`config.mk`:
```
export PLATFORM = sky130hd
export DESIGN_NAME = colorbar_box_gen
export DESIGN_NICKNAME = d
export VERILOG_FILES = /design/src/rtl/cbg_pkg.sv /design/src/rtl/cbg_timing.sv /design/src/rtl/cbg_axis.sv /design/src/rtl/colorbar_box_gen.sv
export SDC_FILE = /design/constraint.sdc
export NUM_CORES = 1
export LEC_CHECK = 0
export ABC_CLOCK_PERIOD_IN_PS = 4250
export BUFFER_PORTS_ARGS = -buffer_cell sky130_fd_sc_hd__buf_4
export CORE_ASPECT_RATIO = 1.1
export CORE_UTILIZATION = 50
export DETAILED_ROUTE_END_ITERATION = 8
export MAX_ROUTING_LAYER = met4
export PLACE_DENSITY = 0.68
export SLEW_MARGIN = 20
export SYNTH_ARGS = -nofsm -noshare
export SYNTH_HDL_FRONTEND = slang
export SYNTH_SLANG_ARGS = --single-unit
```
`constraint.sdc`:
```
create_clock -name clk -period 4.25 [get_ports clk]
set_clock_uncertainty 0.1 [all_clocks]
set_input_delay 0.6375 -clock clk [delete_from_list [all_inputs] [get_ports clk]]
set_output_delay 0.6375 -clock clk [all_outputs]
set_load 0.05 [all_outputs]
```
`src/rtl/cbg_pkg.sv`:
```
package cbg_pkg;

    typedef struct packed {
        logic [7:0] y;
        logic [7:0] cb;
        logic [7:0] cr;
    } ycc_t;

    localparam ycc_t BLANK_YCC = '{y: 8'd16, cb: 8'd128, cr: 8'd128};
    localparam ycc_t BOX_YCC   = '{y: 8'd81, cb: 8'd90,  cr: 8'd240};
    localparam int   NUM_BARS  = 8;

    function automatic ycc_t bar_ycc(input logic [2:0] idx);
        ycc_t c;
        case (idx)
            3'd0:    c = '{y: 8'd235, cb: 8'd128, cr: 8'd128};
            3'd1:    c = '{y: 8'd219, cb: 8'd16,  cr: 8'd138};
            3'd2:    c = '{y: 8'd188, cb: 8'd154, cr: 8'd16};
            3'd3:    c = '{y: 8'd173, cb: 8'd42,  cr: 8'd26};
            3'd4:    c = '{y: 8'd78,  cb: 8'd214, cr: 8'd230};
            3'd5:    c = '{y: 8'd63,  cb: 8'd102, cr: 8'd240};
            3'd6:    c = '{y: 8'd32,  cb: 8'd240, cr: 8'd118};
            default: c = '{y: 8'd16,  cb: 8'd128, cr: 8'd128};
        endcase
        return c;
    endfunction

endpackage

```
`src/rtl/cbg_timing.sv`:
```
module cbg_timing #(
    parameter int H_ACTIVE = 1920,
    parameter int H_FRONT  = 88,
    parameter int H_SYNC   = 44,
    parameter int H_BACK   = 148,
    parameter int V_ACTIVE = 1080,
    parameter int V_FRONT  = 4,
    parameter int V_SYNC   = 5,
    parameter int V_BACK   = 36,
    localparam int H_TOTAL = H_ACTIVE + H_FRONT + H_SYNC + H_BACK,
    localparam int V_TOTAL = V_ACTIVE + V_FRONT + V_SYNC + V_BACK,
    localparam int HW      = $clog2(H_TOTAL),
    localparam int VW      = $clog2(V_TOTAL)
) (
    input  logic          clk,
    input  logic          rst_n,
    output logic [HW-1:0] h_cnt,
    output logic [VW-1:0] v_cnt,
    output logic          active,
    output logic          hsync,
    output logic          vsync,
    output logic          frame_start,
    output logic          vblank_start
);

    typedef struct packed {
        logic [HW-1:0] h;
        logic [VW-1:0] v;
    } cnt_t;

    cnt_t cnt_d, cnt_q;

    always_comb begin
        cnt_d = cnt_q;
        if (int'(cnt_q.h) == H_TOTAL - 1) begin
            cnt_d.h = '0;
            if (int'(cnt_q.v) == V_TOTAL - 1) begin
                cnt_d.v = '0;
            end else begin
                cnt_d.v = cnt_q.v + 1'b1;
            end
        end else begin
            cnt_d.h = cnt_q.h + 1'b1;
        end
    end

    always_ff @(posedge clk or negedge rst_n) begin
        if (!rst_n) begin
            cnt_q <= '0;
        end else begin
            cnt_q <= cnt_d;
        end
    end

    always_comb begin
        h_cnt        = cnt_q.h;
        v_cnt        = cnt_q.v;
        active       = (int'(cnt_q.h) < H_ACTIVE) && (int'(cnt_q.v) < V_ACTIVE);
        hsync        = (int'(cnt_q.h) >= H_ACTIVE + H_FRONT) &&
                       (int'(cnt_q.h) <  H_ACTIVE + H_FRONT + H_SYNC);
        vsync        = (int'(cnt_q.v) >= V_ACTIVE + V_FRONT) &&
                       (int'(cnt_q.v) <  V_ACTIVE + V_FRONT + V_SYNC);
        frame_start  = (cnt_q.h == '0) && (cnt_q.v == '0);
        vblank_start = (cnt_q.h == '0) && (int'(cnt_q.v) == V_ACTIVE);
    end

endmodule

```
`src/rtl/cbg_axis.sv`:
```
module cbg_axis #(
    parameter int LIMIT = 1920,
    parameter int SIZE  = 128,
    parameter int STEP  = 4,
    parameter int W     = 12
) (
    input  logic         clk,
    input  logic         rst_n,
    input  logic         step_en,
    output logic [W-1:0] pos
);

    typedef struct packed {
        logic [W-1:0] pos;
        logic         neg;
    } axis_t;

    axis_t ax_d, ax_q;

    always_comb begin
        int p;
        ax_d = ax_q;
        p    = int'(ax_q.pos);
        if (step_en) begin
            if (!ax_q.neg) begin
                if (p + STEP + SIZE > LIMIT) begin
                    ax_d.neg = 1'b1;
                    ax_d.pos = W'(p - STEP);
                end else begin
                    ax_d.pos = W'(p + STEP);
                end
            end else begin
                if (p < STEP) begin
                    ax_d.neg = 1'b0;
                    ax_d.pos = W'(p + STEP);
                end else begin
                    ax_d.pos = W'(p - STEP);
                end
            end
        end
    end

    always_ff @(posedge clk or negedge rst_n) begin
        if (!rst_n) begin
            ax_q <= '0;
        end else begin
            ax_q <= ax_d;
        end
    end

    assign pos = ax_q.pos;

endmodule

```
`src/rtl/colorbar_box_gen.sv`:
```
module colorbar_box_gen #(
    parameter int H_ACTIVE = 1920,
    parameter int H_FRONT  = 88,
    parameter int H_SYNC   = 44,
    parameter int H_BACK   = 148,
    parameter int V_ACTIVE = 1080,
    parameter int V_FRONT  = 4,
    parameter int V_SYNC   = 5,
    parameter int V_BACK   = 36,
    parameter int BOX_SIZE = 128,
    parameter int BOX_STEP = 4
) (
    input  logic        clk,
    input  logic        rst_n,
    input  logic        sel_pattern,
    input  logic        live_valid,
    input  logic [15:0] live_data,
    input  logic        live_de,
    input  logic        live_hs,
    input  logic        live_vs,
    output logic [15:0] vid_data,
    output logic        vid_de,
    output logic        vid_hs,
    output logic        vid_vs
);
    import cbg_pkg::*;

    localparam int H_TOTAL = H_ACTIVE + H_FRONT + H_SYNC + H_BACK;
    localparam int V_TOTAL = V_ACTIVE + V_FRONT + V_SYNC + V_BACK;
    localparam int HW      = $clog2(H_TOTAL);
    localparam int VW      = $clog2(V_TOTAL);
    localparam int BAR_W   = H_ACTIVE / NUM_BARS;

    typedef struct packed {
        logic        src_pat;
        logic [15:0] data;
        logic        de;
        logic        hs;
        logic        vs;
    } out_t;

    logic [HW-1:0] h_cnt;
    logic [VW-1:0] v_cnt;
    logic          active, hsync, vsync, frame_start, vblank_start;
    logic [HW-1:0] box_x;
    logic [VW-1:0] box_y;
    logic          src_pat;
    out_t          q_d, q_q;

    cbg_timing #(
        .H_ACTIVE(H_ACTIVE), .H_FRONT(H_FRONT), .H_SYNC(H_SYNC), .H_BACK(H_BACK),
        .V_ACTIVE(V_ACTIVE), .V_FRONT(V_FRONT), .V_SYNC(V_SYNC), .V_BACK(V_BACK)
    ) u_timing (
        .clk         (clk),
        .rst_n       (rst_n),
        .h_cnt       (h_cnt),
        .v_cnt       (v_cnt),
        .active      (active),
        .hsync       (hsync),
        .vsync       (vsync),
        .frame_start (frame_start),
        .vblank_start(vblank_start)
    );

    cbg_axis #(.LIMIT(H_ACTIVE), .SIZE(BOX_SIZE), .STEP(BOX_STEP), .W(HW)) u_axis_x (
        .clk(clk), .rst_n(rst_n), .step_en(vblank_start), .pos(box_x)
    );

    cbg_axis #(.LIMIT(V_ACTIVE), .SIZE(BOX_SIZE), .STEP(BOX_STEP), .W(VW)) u_axis_y (
        .clk(clk), .rst_n(rst_n), .step_en(vblank_start), .pos(box_y)
    );

    always_comb begin
        int   x, y, bx, by;
        logic in_box;
        logic use_pat;
        ycc_t col;

        q_d = q_q;
        x   = int'(h_cnt);
        y   = int'(v_cnt);
        bx  = int'(box_x);
        by  = int'(box_y);

        use_pat = frame_start ? (sel_pattern | ~live_valid) : q_q.src_pat;

        in_box = (x >= bx) && (x < bx + BOX_SIZE) && (y >= by) && (y < by + BOX_SIZE);
        col    = in_box ? BOX_YCC : bar_ycc(3'(x / BAR_W));
        if (!active) begin
            col = BLANK_YCC;
        end

        q_d.src_pat = use_pat;
        if (use_pat) begin
            q_d.data = {col.y, h_cnt[0] ? col.cr : col.cb};
            q_d.de   = active;
            q_d.hs   = hsync;
            q_d.vs   = vsync;
        end else begin
            q_d.data = live_data;
            q_d.de   = live_de;
            q_d.hs   = live_hs;
            q_d.vs   = live_vs;
        end
    end

    always_ff @(posedge clk or negedge rst_n) begin
        if (!rst_n) begin
            q_q <= '{src_pat: 1'b1, data: {BLANK_YCC.y, BLANK_YCC.cb}, de: 1'b0, hs: 1'b0, vs: 1'b0};
        end else begin
            q_q <= q_d;
        end
    end

    assign src_pat  = q_q.src_pat;
    assign vid_data = q_q.data;
    assign vid_de   = q_q.de;
    assign vid_hs   = q_q.hs;
    assign vid_vs   = q_q.vs;

endmodule

```
== Yosys cells after proc, flatten, opt, wreduce, memory -nomap -nowiden ==
Index checks and enable logic that the tools add are counted.
Operators by class
  $add $sub $neg: 10
  div/mod/pow operators: 1
  magnitude comparators: 14
  equality and inequality tests: 9
  multiplexer cells: 18
  bitwise gates (word level): 2
  reductions and logical operators: 11
Operators with widths (count)
  $pmux 24 s7: 1
  $add 32x9->32 const B: 2
  $gt 32x12->1 const B: 2
  $mux 12: 4
  $mux 24: 2
  $mux 11: 3
  $div 13x9->32 const B: 1
  $eq 11x11->1 const B: 2
  $lt 11x11->1 const B: 2
  $mux 19: 1
  $add 12x3->13 const B: 1
  $add 12x8->13 const B: 1
  $lt 12x13->1: 1
  $mux 13: 1
  $add 11x3->12 const B: 1
  $add 11x8->12 const B: 1
  $add 12x1->12 const B: 1
  $eq 12x12->1 const B: 1
  $ge 12x11->1 const B: 1
  $ge 12x12->1: 1
  $logic_not 12->1: 1
  $lt 11x12->1: 1
  $lt 12x11->1 const B: 1
  $lt 12x12->1 const B: 1
  17 further kinds: 31
Storage, ports and cells
  flip-flop bits (word level): 68
  bits of input ports: 23
  output and inout bits: 19
  word-level logic and storage cells: 76

== Logic depth before layout (Yosys ltp) ==
Gate-level depths: netlist of run 1.
  depth in word-level cells: 9
  depth in mapped cells: 14
  gate-level depth less buffers: 13

== Modules after synthesis ==
Synthesis of run 1 repeated with hierarchy kept, for this count alone.
Second synthesis, totals
  cell total of the unflattened synthesis: 744
  area total of the unflattened synthesis: 6259.8 um^2
By module, submodules not included
  colorbar_box_gen: times used 1, cells each 300, area an instance 2487.4 um^2, seq. area each 504.2 um^2
  cbg_axis (u_axis_y): times used 1, cells each 159, area an instance 1332.5 um^2, seq. area each 250.2 um^2
  cbg_timing: times used 1, cells each 143, area an instance 1315.0 um^2, seq. area each 575.6 um^2
  cbg_axis (u_axis_x): times used 1, cells each 142, area an instance 1124.8 um^2, seq. area each 275.3 um^2

== Worst setup path after synthesis of run 1 ==
No wires, ideal clock.
  path type: reg2reg
  start: reg u_timing.cnt_q, in the netlist u_timing.h_cnt[10]
  end: reg q_q, in the netlist vid_data[7]
  library setup time: 80 ps
  arrival time: 3179 ps
  data required time: 4070 ps
  path slack: 891 ps
  stages on the path, launching flop included: 15
  path buffers: 1
  clock period less this slack: 3359 ps
  cells stage by stage: dfrtp_1 > buf_4 > nand3_2 > inv_1 > ha_1 > nand2_1 > o311ai_4 > o21a_1 > nand3_1 > o211ai_1 > inv_1 > ha_1 > o31ai_1 > o21ai_0 > o221a_2
RTL lines
  start: declaration: RTL line cbg_timing.sv:31  | cnt_t cnt_d, cnt_q;
  start signal: assignment: RTL line cbg_timing.sv:51  | cnt_q <= cnt_d;
  end signal: assignment: RTL line colorbar_box_gen.sv:109  | q_q <= '{src_pat: 1'b1, data: {BLANK_YCC.y, BLANK_YCC.cb}, de: 1'b0, hs: 1'b0, vs: 1'b0};
  end signal: assignment: RTL line colorbar_box_gen.sv:111  | q_q <= q_d;
  end: declaration: RTL line colorbar_box_gen.sv:48  | out_t q_d, q_q;

==> results of run 1 <==
## Yosys cell counts, types with 11 or more instances
cell type	number
o21ai_0	34
dfrtp_1	61
o211ai_1	12
nand3_1	31
nor3_1	18
nand4_1	20
xnor2_1	29
a21oi_1	36
nor2_1	46
nand2_1	63
inv_1	44
ha_1	50
o21a_1	11
buf_2	12
clkbuf_1	13
## cell type report
type,count,area share
repair buffers,49,0.0596
inverters,48,0.0292
clock inverters,7,0.0203
multi-input cells,504,0.565
well taps,143,0.0290
clock buffers,9,0.0365
flip-flops and latches,64,0.260
## sequential cells by signal, indices dropped and copies added (netlist names)
name,cells
vid_vs,1
u_axis_x.ax_q,1
u_axis_y.pos,9
vid_hs,1
vid_data,16
u_timing.v_cnt,11
u_axis_x.pos,10
vid_de,1
u_axis_y.ax_q,1
src_pat,1
u_timing.h_cnt,12
## stage by stage
step                worst slack (ns)   util  cells
finish                         0.440  0.591    824
detailed placement             0.204  0.556    806
floorplan                      0.891      -    646
global route                   0.185  0.591    824
CTS                            0.195  0.589    822
global placement               0.471  0.556    806
## kinds of logic after synthesis
logic type                 share of synthesized area
AOI/OAI and AO/OA                              0.200
xor gates and xnor gates                      0.0599
adders and majority gates                      0.117
buffers and inverters                         0.0599
DFF                                            0.297
muxes                                         0.0185
and+or+nand+nor                                0.247
## placed cells by master (no fill, tap or decap), drive strengths merged, types with 20 or more instances in the layout
cell type  count
inv           49
xnor2         29
nand2         64
nand4         20
buf           49
ha            50
a21oi         36
dfrtp         61
nor2          47
o21ai         35
nand3         33
## metal layers
layer  vias up  global-route usage  part of all wire  routed length [um]
li1       2418                   -                 -                   -
met1      2387               0.345              0.42                6060
met2       156               0.473              0.51                7370
met3        29              0.0328             0.042                 598
met4         0               0.103             0.023                 329
met5         -                   -                 0                   0
## where the power goes
| group | total (mW) | internal, mW | switching (mW) |
|---|---|---|---|
| Clock | 0.887 | 0.580 | 0.307 |
| Combinational | 0.0844 | 0.0286 | 0.0558 |
| Sequential | 0.621 | 0.618 | 0.00268 |
## worst paths after layout
| check | to | depth (start not counted) |
|---|---|---|
| worst min-delay path | u_axis_y.pos[6] | 1 |
| worst max-delay path | vid_data[7] | 14 |
| worst min register to register | u_axis_y.ax_q[0] | 1 |
| max in group asynchronous | u_axis_x.pos[2] | 1 |
| worst max register to register | vid_data[7] | 14 |
| min in group clk | vid_data[9] | 3 |
## worst max-delay path, cell delays in order, from the launching register on
cell      delay (ns)
dfrtp_1         0.67
nand3_2         0.26
inv_1           0.13
ha_1            0.25
nand2_1         0.14
o311ai_4        0.39
o21a_1          0.24
nand3_1         0.16
o211ai_1        0.23
buf_4           0.17
inv_1           0.11
ha_1            0.24
o31ai_1         0.24
o21ai_0         0.14
o221a_2         0.25
==> qor.csv, run 1 <==
metric;value;unit
status;completed;
CP Max Fanout;13;
Tot Pwr;1.59;mW
reg2reg setup slack;0.44;ns
# port buffers;41;
Setup crit start;u_timing.h_cnt[8];
io pins;42;
setup violators final;0;
syn_nets;719;
final setup TNS;0;ns
Pwr Density;258;nW/um^2
Main synth FF type;dfrtp_1;
Fmax achieved;0.262;GHz
Routed Antenna Nets;0;
Die Span Y;111;um
DR pass1 iterations;7;
Core Rows;39;
Setup crit end kind;flop;
area of the die;11200;sq um
Placed Area;5800;sq um
CTS root buf;clkbuf_16;
Synth area leader;dfrtp_1;
Vias;4990;
cts bufs inserted;9;
Routed WL;14400;um
post_cts resized;0;
EDFF count, synth;0;
TritonCTS clock tree;built;
later-pin clock latency in the skew report;0.34;ns
Leakage;2.72;nW
Cells after Synth;646;
Die Wd;101;um
Yosys warnings;0;
DRT iter0 DRCs;351;
Mapped Area;5410;sq um
layout cell share with drive strength beyond 1;0.129;
Area growth, synth to finish;14.0;%
area of the multi-input gates;3480;sq um
first-pass GRT wire length;24200;um
worst hold-check path type;input pin to asynchronous set/reset pin;
Slew Viols, Final;0;
Worst Tran Pin Value;0.848;ns
GPL Wtd Cong;0.948;
Final Cell Area;6170;sq um
CP startpoint kind;flop;
CP arrival;3.98;ns
hold-fix buffers at CTS;0;
TritonCTS Sinks;64;
vias in the first global route;4874;
hpwl dp;10600;um
total global routing overflow;0;
unique cell type count in the Yosys netlist;78;
clk buf depth;2;
VDD IR-drop max;0.000186;V
drt via density;6.06;
# Post-CTS Setup Buffers;0;
Max Cap Violations;0;
initial antenna violation count;0;
largest net degree at the start of global routing;65;
Core Region;10400;sq um
critical path required time;4.42;ns
Initial Utilization;0.518;
Max H-tree Level;3;
syn avg cell area;8.37;sq um
ant diodes;0;
final hold vios;0;
Remaining DRCs;0;
hold slack;0.298;ns
RSZ-0062 raised after global routing;no;
type of the worst setup path;flop to flop;
register area share after synthesis;0.297;
FF/Latch Area;1610;sq um
RR Startpoint;u_timing.h_cnt[8];
register bit total from synthesis;64;
clock-pin slew on the worst setup and hold paths;0.06;ns
top cells by area, synth;dfrtp_1 (28%), ha_1 (12%), xnor2_1 (4.7%), nand2_1 (4.4%), a21oi_1 (3.3%);
async set-reset flop share out of synthesis;1.00;
fill count;959;
share of the synthesized area in the top cell type;0.282;
min cycle time layout;3.81;ns
slew margin rel.;0.435;
Routed WL per cell;17.4;um
Nets;749;
post-route clock period utilization;0.896;
gr usage total;0.281;
(Power assumes the default switching activity.)
==> inputs of run 2 (changes only) <==
--- a/config.mk
+++ b/config.mk
@@ -9,10 +9,13 @@
 export BUFFER_PORTS_ARGS = -buffer_cell sky130_fd_sc_hd__buf_4
 export CORE_ASPECT_RATIO = 1.1
 export CORE_UTILIZATION = 50
+export CTS_BUF_LIST = sky130_fd_sc_hd__clkbuf_16
 export DETAILED_ROUTE_END_ITERATION = 8
 export MAX_ROUTING_LAYER = met4
 export PLACE_DENSITY = 0.68
+export SETUP_SLACK_MARGIN = 0.4
 export SLEW_MARGIN = 20
 export SYNTH_ARGS = -nofsm -noshare
 export SYNTH_HDL_FRONTEND = slang
+export SYNTH_HIERARCHICAL = 1
 export SYNTH_SLANG_ARGS = --single-unit
==> run 2 against run 1 <==
Compared with the run above:
- power decreased by 5.9%
- sequential power increased by 1%
- die area increased by 15%
- final area increased by 8.0%
- critical endpoint is now u_axis_x/pos[8]
==> qor.csv, run 2 <==
metric;value;unit
Die Span Y;119;um
fill count;1120;
RR Startpoint;u_axis_x/pos[2];
ant diodes;0;
Pwr Density;225;nW/um^2
Max Cap Violations;0;
largest net degree at the start of global routing;65;
Post-Route Utilization;0.548;
Routed Antenna Nets;0;
Worst Tran Pin Value;0.839;ns
Fmax achieved;0.277;GHz
TritonCTS Sinks;64;
io pins;42;
commonest non-fill, non-tap cell in the layout;nand2_1;
# port buffers;41;
CP arrival;3.73;ns
CTS root buf;clkbuf_16;
Vias;5542;
hpwl dp;10900;um
post-route clock period utilization;0.850;
DR pass1 iterations;5;
CP startpoint kind;flop;
Leakage;2.92;nW
layout cell share with drive strength beyond 1;0.165;
area of the die;13000;sq um
Area growth, synth to finish;6.36;%
share of the synthesized area in the top cell type;0.244;
commonest cells after routing, fill and taps aside;nand2_1 (70), dfrtp_1 (61), ha_1 (52), buf_4 (52), inv_1 (50);
Setup crit end kind;flop;
clk buf depth;2;
Final Cell Area;6660;sq um
Placed Area;6360;sq um
GPL Wtd Cong;0.919;
Core Rows;42;
Main synth FF type;dfrtp_1;
TritonCTS clock tree;built;
register area share after synthesis;0.256;
syn avg cell area;8.41;sq um
hold-fix buffers at CTS;0;
critical path required time;4.37;ns
min cycle time layout;3.61;ns
Routed WL per cell;16.6;um
total global routing overflow;0;
Die Wd;109;um
later-pin clock latency in the skew report;0.33;ns
Synth top cells by count;nand2_1 (70), dfrtp_1 (61), ha_1 (52);
gr usage total;0.244;
unique cell type count in the Yosys netlist;104;
initial antenna violation count;0;
first-pass GRT wire length;24800;um
Mapped Area;6260;sq um
top cells by area, synth;dfrtp_1 (24%), ha_1 (10%), nand2_1 (4.2%), nand3_1 (3.5%), buf_4 (3.2%);
status;completed;
setup ws final;0.638;ns
Setup crit start;u_axis_x/pos[2];
Remaining DRCs;0;
Core Region;12100;sq um
Max H-tree Level;3;
final hold vios;0;
clock-pin slew on the worst setup and hold paths;0.06;ns
Layout Cells excl Fill;904;
CP Max Fanout;11;
placed cells;888;
Tot Pwr;1.50;mW
slew margin rel.;0.441;
drt via density;6.13;
RSZ-0062 raised after global routing;no;
EDFF count, synth;0;
VDD IR-drop max;0.000219;V
setup violators final;0;
Synth area leader;dfrtp_1;
Nets;820;
Slew Viols, Final;0;
async set-reset flop share out of synthesis;1.00;
vias in the first global route;5165;
DRT iter0 DRCs;352;
worst slack, placed;0.576;ns
cts bufs inserted;9;
Cells after Synth;744;
Yosys warnings;6;
final setup TNS;0;ns
Routed WL;15000;um
register bit total from synthesis;64;
most frequent cell after synthesis;nand2_1;
hold slack;0.316;ns
Initial Utilization;0.516;
max reg flops;16;
worst hold-check path type;input pin to asynchronous set/reset pin;
type of the worst setup path;flop to flop;
[run 2: final cells by class]
type | count | area [sq um] | area share
multi-input combinational | 566 | 3970 | 0.597
timing repair buffer | 52 | 390 | 0.0586
sequential | 64 | 1610 | 0.241
clock inverter | 7 | 71.3 | 0.0107
tap | 154 | 193 | 0.0289
clock buffer | 9 | 225 | 0.0338
inverter | 52 | 200 | 0.0301
[run 2: critical path: stages, from the launching register on]
cell      delay (ns)
dfrtp_1         0.50
ha_1            0.30
and2_1          0.28
nand4_1         0.14
xnor2_1         0.18
ha_1            0.24
nand4b_1        0.18
a211oi_1        0.27
nor4_1          0.10
nand2b_1        0.17
a31oi_1         0.25
a21oi_1         0.11
buf_4           0.19
a32o_1          0.27
a22o_1          0.22
[run 2: timing repair]
| action | 4_1_cts | 5_1_grt |
|---|---|---|
| setup buffers | 0 | 0 |
| gates resized for setup | 0 | 2 |
| endpoints found under the setup margin | 0 | 3 |
| endpoints found under the hold margin | 0 | 0 |
[run 2: logic make-up after synthesis]
group	after synthesis	share of synthesized area
compound gates	181	0.207
xor+xnor	35	0.0490
fa+ha+maj	53	0.106
buf+inv	116	0.111
flops	64	0.256
mux	12	0.0206
other cells	2	0.00120
simple gates	281	0.249
[run 2: path summary, 6_finish.rpt]
path / cells after the start / end / slack, ns
setup / recovery: 14 / u_axis_x/pos[8] / 0.64
max in group asynchronous: 1 / u_axis_y/pos[7] / 3.19
setup reg to reg: 14 / u_axis_x/pos[8] / 0.64
min in group clk: 3 / vid_data[11] / 0.42
hold / removal: 1 / u_timing/h_cnt[9] / 0.32
hold reg to reg: 1 / u_timing/v_cnt[0] / 0.46
[run 2: report_power, final]
part	total (mW)	switching, mW	internal, mW
registers	0.628	0.00363	0.624
logic	0.134	0.0889	0.0451
clock network	0.736	0.282	0.453
total	1.50	0.375	1.12
[run 2: layer usage]
layer | up-vias | routed length [um] | track usage
li1 | 2685 | - | -
met1 | 2654 | 6460 | 0.299
met2 | 172 | 7450 | 0.403
met3 | 31 | 746 | 0.0345
met4 | 0 | 342 | 0.0946
met5 | - | 0 | -
